--- src/rtl/regwr_pkg.sv ---
package regwr_pkg;
  localparam int ADDR_W    = 32;
  localparam int OFF_W     = 18;
  localparam int CODE_W    = 8;
  localparam int NOINC_BIT = 18;
  localparam int BANK_BIT  = 11;

  typedef enum logic [2:0] {
    DST_ADDR  = 3'd0,
    DST_UADDR = 3'd1,
    DST_DATA  = 3'd2,
    DST_DADDR = 3'd3,
    DST_DDATA = 3'd4
  } dest_e;

  typedef struct packed {
    logic              pipe;
    logic [CODE_W-1:0] code;
    logic [OFF_W-1:0]  off;
    logic              bank;
    logic [31:0]       data;
  } wr_item_t;

  // Address after one data write: offset +1 (wrapping) unless frozen
  function automatic logic [ADDR_W-1:0] f_next_addr(input logic [ADDR_W-1:0] a);
    logic [ADDR_W-1:0] r;
    r = a;
    if (!a[NOINC_BIT]) r[OFF_W-1:0] = a[OFF_W-1:0] + 1'b1;
    return r;
  endfunction

  function automatic logic [CODE_W-1:0] f_code(input logic [ADDR_W-1:0] a);
    return a[ADDR_W-1 -: CODE_W];
  endfunction

  function automatic logic f_in_range(input logic [OFF_W-1:0] off,
                                      input logic [OFF_W-1:0] lo,
                                      input logic [OFF_W-1:0] hi);
    return (off >= lo) && (off <= hi);
  endfunction
endpackage

--- src/rtl/regwr_prot_table.sv ---
module regwr_prot_table
  import regwr_pkg::*;
#(
  parameter int N     = 4,
  parameter int IDX_W = 2
) (
  input  logic             clk,
  input  logic             rst_n,
  input  logic             we,
  input  logic [IDX_W-1:0] idx,
  input  logic [OFF_W-1:0] lo,
  input  logic [OFF_W-1:0] hi,
  input  logic             en,
  input  logic [OFF_W-1:0] q_off,
  output logic             hit
);
  logic [N-1:0] hit_vec;

  for (genvar i = 0; i < N; i++) begin : g_ent
    logic [OFF_W-1:0] lo_q, hi_q;
    logic             en_q;
    always_ff @(posedge clk) begin
      if (!rst_n) begin
        lo_q <= '0;
        hi_q <= '0;
        en_q <= 1'b0;
      end else if (we && (idx == IDX_W'(i))) begin
        lo_q <= lo;
        hi_q <= hi;
        en_q <= en;
      end
    end
    assign hit_vec[i] = en_q && f_in_range(q_off, lo_q, hi_q);
  end

  assign hit = |hit_vec;
endmodule

--- src/rtl/regwr_addr_track.sv ---
module regwr_addr_track
  import regwr_pkg::*;
(
  input  logic              clk,
  input  logic              rst_n,
  input  logic              load_main,
  input  logic              load_chk,
  input  logic [ADDR_W-1:0] value,
  input  logic              adv_main,
  input  logic              load_dir,
  input  logic              adv_dir,
  output logic [ADDR_W-1:0] main_addr,
  output logic              chk_mode,
  output logic [OFF_W-1:0]  dir_off
);
  always_ff @(posedge clk) begin
    if (!rst_n) begin
      main_addr <= '0;
      chk_mode  <= 1'b0;
    end else if (load_main) begin
      main_addr <= value;
      chk_mode  <= load_chk;
    end else if (adv_main) begin
      main_addr <= f_next_addr(main_addr);
    end
  end

  always_ff @(posedge clk) begin
    if (!rst_n)        dir_off <= '0;
    else if (load_dir) dir_off <= value[OFF_W-1:0];
    else if (adv_dir)  dir_off <= dir_off + 1'b1;
  end
endmodule

--- src/rtl/regwr_out_stage.sv ---
module regwr_out_stage
  import regwr_pkg::*;
(
  input  logic     clk,
  input  logic     rst_n,
  input  logic     push,
  input  wr_item_t item_in,
  input  logic     ready,
  output logic     valid,
  output wr_item_t item_q,
  output logic     busy
);
  assign busy = valid && !ready;

  always_ff @(posedge clk) begin
    if (!rst_n) begin
      valid  <= 1'b0;
      item_q <= '0;
    end else if (!busy) begin
      valid <= push;
      if (push) item_q <= item_in;
    end
  end
endmodule

--- src/rtl/regwr_port.sv ---
module regwr_port
  import regwr_pkg::*;
#(
  parameter int          NUM_RANGES = 4,
  parameter logic [7:0]  TRIG_CODE0 = 8'h84,
  parameter logic [7:0]  TRIG_CODE1 = 8'h85,
  localparam int         IDX_W      = (NUM_RANGES > 1) ? $clog2(NUM_RANGES) : 1
) (
  input  logic             clk,
  input  logic             rst_n,
  input  logic             cmd_valid,
  output logic             cmd_ready,
  input  logic [2:0]       cmd_dest,
  input  logic [31:0]      cmd_value,
  input  logic             prot_we,
  input  logic [IDX_W-1:0] prot_idx,
  input  logic [17:0]      prot_lo,
  input  logic [17:0]      prot_hi,
  input  logic             prot_en,
  input  logic             err_clr,
  output logic             prot_err,
  output logic             wr_valid,
  input  logic             wr_ready,
  output logic             wr_pipe,
  output logic [7:0]       wr_code,
  output logic [17:0]      wr_off,
  output logic             wr_bank,
  output logic [31:0]      wr_data,
  output logic             trig_valid,
  output logic [7:0]       trig_code
);
  function automatic logic f_is_trig(input logic [CODE_W-1:0] c);
    return (c == TRIG_CODE0) || (c == TRIG_CODE1);
  endfunction

  logic              busy, acc;
  logic              addr_cmd, chk_cmd, main_wr, dir_wr, daddr_cmd;
  logic [ADDR_W-1:0] main_addr;
  logic              chk_mode, range_hit, main_pipe, viol, push, trig_hit;
  logic [OFF_W-1:0]  dir_off, main_off;
  wr_item_t          item_in, item_q;

  assign cmd_ready = !busy;
  assign acc       = cmd_valid && cmd_ready;
  assign chk_cmd   = acc && (cmd_dest == DST_UADDR);
  assign addr_cmd  = acc && ((cmd_dest == DST_ADDR) || (cmd_dest == DST_UADDR));
  assign main_wr   = acc && (cmd_dest == DST_DATA);
  assign daddr_cmd = acc && (cmd_dest == DST_DADDR);
  assign dir_wr    = acc && (cmd_dest == DST_DDATA);

  regwr_addr_track u_addr (
    .clk(clk), .rst_n(rst_n),
    .load_main(addr_cmd), .load_chk(chk_cmd), .value(cmd_value),
    .adv_main(main_wr), .load_dir(daddr_cmd), .adv_dir(dir_wr),
    .main_addr(main_addr), .chk_mode(chk_mode), .dir_off(dir_off)
  );

  assign main_off  = main_addr[OFF_W-1:0];
  assign main_pipe = |f_code(main_addr);

  regwr_prot_table #(.N(NUM_RANGES), .IDX_W(IDX_W)) u_prot (
    .clk(clk), .rst_n(rst_n),
    .we(prot_we), .idx(prot_idx), .lo(prot_lo), .hi(prot_hi), .en(prot_en),
    .q_off(main_off), .hit(range_hit)
  );

  assign viol = main_wr && chk_mode && !main_pipe && range_hit;
  assign push = (main_wr && !viol) || dir_wr;

  always_comb begin
    if (dir_wr) begin
      item_in.pipe = 1'b0;
      item_in.code = '0;
      item_in.off  = dir_off;
      item_in.bank = dir_off[BANK_BIT];
    end else begin
      item_in.pipe = main_pipe;
      item_in.code = f_code(main_addr);
      item_in.off  = main_off;
      item_in.bank = main_off[BANK_BIT];
    end
    item_in.data = cmd_value;
  end

  regwr_out_stage u_out (
    .clk(clk), .rst_n(rst_n), .push(push), .item_in(item_in),
    .ready(wr_ready), .valid(wr_valid), .item_q(item_q), .busy(busy)
  );

  assign wr_pipe = item_q.pipe;
  assign wr_code = item_q.code;
  assign wr_off  = item_q.off;
  assign wr_bank = item_q.bank;
  assign wr_data = item_q.data;

  assign trig_hit = addr_cmd && f_is_trig(f_code(cmd_value));

  always_ff @(posedge clk) begin
    if (!rst_n) begin
      trig_valid <= 1'b0;
      trig_code  <= '0;
      prot_err   <= 1'b0;
    end else begin
      trig_valid <= trig_hit;
      if (trig_hit) trig_code <= f_code(cmd_value);
      if (viol)         prot_err <= 1'b1;
      else if (err_clr) prot_err <= 1'b0;
    end
  end
endmodule

--- config.mk ---
export PLATFORM = sky130hd
export DESIGN_NAME = regwr_port
export DESIGN_NICKNAME = d
export VERILOG_FILES = /design/src/rtl/regwr_pkg.sv /design/src/rtl/regwr_prot_table.sv /design/src/rtl/regwr_addr_track.sv /design/src/rtl/regwr_out_stage.sv /design/src/rtl/regwr_port.sv
export SDC_FILE = /design/constraint.sdc
export NUM_CORES = 1
export LEC_CHECK = 0
export BUFFER_PORTS_ARGS = -buffer_cell sky130_fd_sc_hd__buf_2
export CELL_PAD_IN_SITES_DETAIL_PLACEMENT = 2
export CELL_PAD_IN_SITES_GLOBAL_PLACEMENT = 2
export CORE_MARGIN = 4
export CORE_UTILIZATION = 35
export DETAILED_ROUTE_END_ITERATION = 8
export PLACE_DENSITY = 0.81
export SYNTH_ARGS = -nofsm -noshare
export SYNTH_HDL_FRONTEND = slang
export SYNTH_SLANG_ARGS = --single-unit
--- constraint.sdc ---
create_clock -name clk -period 3.3 [get_ports clk]
set_clock_uncertainty 0.1 [all_clocks]
set_input_delay 0.165 -clock clk [delete_from_list [all_inputs] [get_ports clk]]
set_output_delay 0.165 -clock clk [all_outputs]
set_load 0.02 [all_outputs]
==> flow_summary.json <==
{
  "yosysUniqueCellTypes": 59,
  "place_ws_ps": -317,
  "cp_max_fo": 6,
  "die_area_um2": 44800,
  "cts_tree": "yes",
  "slew_headroom_pct": 27.9,
  "violations": "negative setup slack",
  "synth_edf_count": 0,
  "die_w_um": 212,
  "io_pins": 152,
  "routed_wl_um": 61900,
  "setup_ws_ps": -62.3,
  "core_area_um2": 40900,
  "crit_arrival_ps": 3730,
  "final_nets": 2300,
  "grtUsageMet1_pct": 30.3,
  "min_to": "u_out.item_q[48]",
  "dp_hpwl_um": 38700,
  "hold_path_class": "input pin to flop",
  "hold_viol": 0,
  "top_usage_layer": "met2",
  "synth_fa_ha_area_share_pct": 12.6,
  "drive_gt1_share_pct": 17.7,
  "comb_power_share_pct": 15.8,
  "grt-ovfl-total": 0,
  "gr-usage-met3_pct": 3.08,
  "synth_top_family_by_area": "simple AND/OR/NAND/NOR gates",
  "p_leak_nw": 7.80,
  "status": "finished, violations left",
  "syn_to_final_growth_pct": 28.2,
  "ys_seq_elements": 264,
  "asyncSetResetFlopFracSynth_pct": 0,
  "dieHeight_um": 212,
  "p_total_mw": 8.53,
  "portBuffers": 151,
  "clk_pin_slew_ps": 60,
  "fin_hold_ws_ps": 103,
  "start_kind": "flop",
  "fin_crit_ps": 3360,
  "grtUsageTotal_pct": 24.8,
  "reg2reg_depth": 12,
  "postRouteAntennaNets": 0,
  "synthSimpleGateAreaFrac_pct": 21.5,
  "grt_pass1_vias": 15800,
  "synth.largest_area_cell": "dfxtp_1",
  "rows": 74,
  "synth-compound-area-share_pct": 18.0,
  "drtIter0Drc": 566,
  "synth_flop_cell": "dfxtp_1",
  "swShare_pct": 28.1,
  "cts_sinks": 264,
  "clockPowerShare_pct": 44.9,
  "min_path_cells": 3,
  "start_util_pct": 35.4,
  "cp.required_ps": 3670,
  "gp_congestion": 0.836,
  "maxSlewViolCount": 0,
  "synth_warnings": 0,
  "clk_latency_ps": 550,
  "synth_xor_area_share_pct": 0.121,
  "ir_worst_vdd_mv": 0.234,
  "min-delay-start": "rst_n",
  "layout_common_cells": "533 x nand2_1, 247 x dfxtp_1, 169 x a21boi_0",
  "wl_per_cell_um": 23.5,
  "r2r_slack_ps": -60,
  "power.net_switching_mw": 2.40,
  "fmaxAchievable_mhz": 297,
  "grt_pass1_wl_um": 88800,
  "vias": 14300,
  "syn-cell-area_um2": 14500,
  "cp-end-kind": "flop",
  "syn_inst": 1832,
  "vias_per_cell": 5.45,
  "syn_area_per_cell_um2": 7.92,
  "rr_endpoint": "u_out.item_q[40]",
  "finalSetupViolCount": 37,
  "ys_seq_area_share_pct": 36.4,
  "yosysTopAreaCellShare_pct": 36.4,
  "tightestPinTransition_ps": 1080,
  "antenna_found_initial": 2,
  "dr.pass1.iters": 6,
  "syn_nets": 2058,
  "grtUsageMet2_pct": 45.1,
  "p_int_mw": 6.13,
  "power_density_nw_per_um2": 458,
  "mostFrequentLayoutCell": "nand2_1",
  "drc_errors": 0,
  "synthMuxAreaShare_pct": 4.21,
  "r2r_start": "u_prot.g_ent[0].hi_q[7]",
  "cts_buffers": 34,
  "crit_type": "flop to flop",
  "clock_path_buffers": 3,
  "maxCapViolations": 0,
  "cts-root-buf": "clkbuf_16",
  "h-tree-depth": 2,
  "seq_power_share_pct": 39.3,
  "period_share_pct": 102,
  "synth_area_leaders": "dfxtp_1 36%, nand2_1 14%, ha_1 13%",
  "grt_start_max_net_pins": 83
}
-- flip-flops by register name, summed over array words and instances (netlist names) --
name and count:
prot_err 1, trig_code 8, trig_valid 1, u_addr.chk_mode 1, u_addr.dir_off 18, u_addr.main_addr 27
u_out.item_q 59, u_out.valid 1, u_prot.g_ent.en_q 4, u_prot.g_ent.hi_q 72, u_prot.g_ent.lo_q 72
-- cell type report --
cell class,instances,area (um^2)
flip-flops and latches,264,5320
clock inverters,11,109
diodes,2,5.00
multi-input cells,1324,8670
inverters,148,558
repair buffers,302,2270
fillers,4478,22300
clock buffers,48,1010
well taps,532,666
-- cell usage after synthesis, types with 2 or more instances --
master,number
a21boi_0,171
mux2i_1,61
nor3_1,15
xor2_1,2
o21a_1,6
inv_1,148
a41oi_1,3
a2111oi_0,3
clkbuf_1,82
o211a_1,2
a221oi_1,11
nor3b_1,10
or4_1,2
nor2_1,45
a21oi_1,73
nor2b_1,13
o21ai_0,60
o31ai_1,2
dfxtp_1,264
ha_1,146
buf_1,7
nand4_1,26
and3_1,12
a211oi_1,8
a22oi_1,6
nand2b_1,5
a211o_1,2
nand2_1,533
o221a_2,4
and4_1,9
nand3b_1,2
o22a_1,2
buf_12,7
o2111ai_1,2
nand3_1,37
and2_1,13
a21o_1,13
a31oi_1,4
-- critical path, cell delays in order, from the launching register on --
cell       delay (ps)
dfxtp_2           320
inv_1              40
ha_1              290
nand4_1           210
inv_1              80
a2111o_1          460
a2111oi_4         430
o22a_1            290
a2111oi_4         140
o21ai_2           190
and2_4            300
clkbuf_16         210
mux2i_1           220
-- per-stage QoR --
| step | setup TNS, ps | util (%) | cell area (um^2) | std cells |
|---|---|---|---|---|
| 5_1_grt | -6040 | 45.5 | 18600 | 2631 |
| 3_3_place_gp | -12330 | 39.1 | 16000 | 2482 |
| 6_report | -689 | 45.5 | 18600 | 2631 |
| 2_1_floorplan | 0 | - | 14500 | 1832 |
| 3_5_place_dp | -16890 | 39.1 | 16000 | 2482 |
| 4_1_cts | 0 | 44.0 | 18000 | 2618 |
-- routing by layer --
layer	up-vias	wire, um
met2	364	31100
li1	6649	-
met1	7167	25800
met3	151	2560
met5	-	0
met4	0	2490
-- kinds of logic (layout without fill, tap and decap cells) --
| group | count (synthesis) | in the layout |
|---|---|---|
| and+or+nand+nor | 730 | 731 |
| AOI/OAI and AO/OA | 384 | 384 |
| DFF | 264 | 264 |
| buffers and inverters | 245 | 509 |
| adders and majority gates | 146 | 146 |
| muxes | 61 | 61 |
| xor gates and xnor gates | 2 | 2 |
| other | 0 | 2 |
-- worst max-delay path by stage --
| stage | depth (start not counted) | slack, ps | end | from |
|---|---|---|---|---|
| after global routing | 12 | -150 | u_out.item_q[27] | u_prot.g_ent[0].hi_q[7] |
| final | 12 | -60 | u_out.item_q[40] | u_prot.g_ent[0].hi_q[7] |
| after CTS | 14 | 5 | u_out.item_q[1] | u_addr.main_addr[9] |
| after global placement | 14 | -220 | u_out.item_q[5] | u_addr.main_addr[3] |
| after detailed placement | 12 | -320 | u_out.item_q[20] | u_addr.main_addr[3] |
| after floorplan | 13 | 330 | u_out.item_q[0] | u_addr.main_addr[0] |
-- power groups by stage --
stage               combinational [mW]  clock [mW]  sequential [mW]
finish                            1.35        3.83             3.35
global route                      1.45        4.06             3.36
CTS                               1.20        3.90             3.35
detailed placement                1.07           0             3.42
global placement                  1.01           0             3.41
floorplan                        0.612           0             3.43
-- timing repair --
item,CTS,global route
hold buffers,72,0
pin swaps,6,26
endpoints found under the hold margin,217,0
gates cloned,1,6
setup endpoints to repair,60,61
setup buffers,4,8
resized for setup,25,80
(Power assumes the default switching activity.)
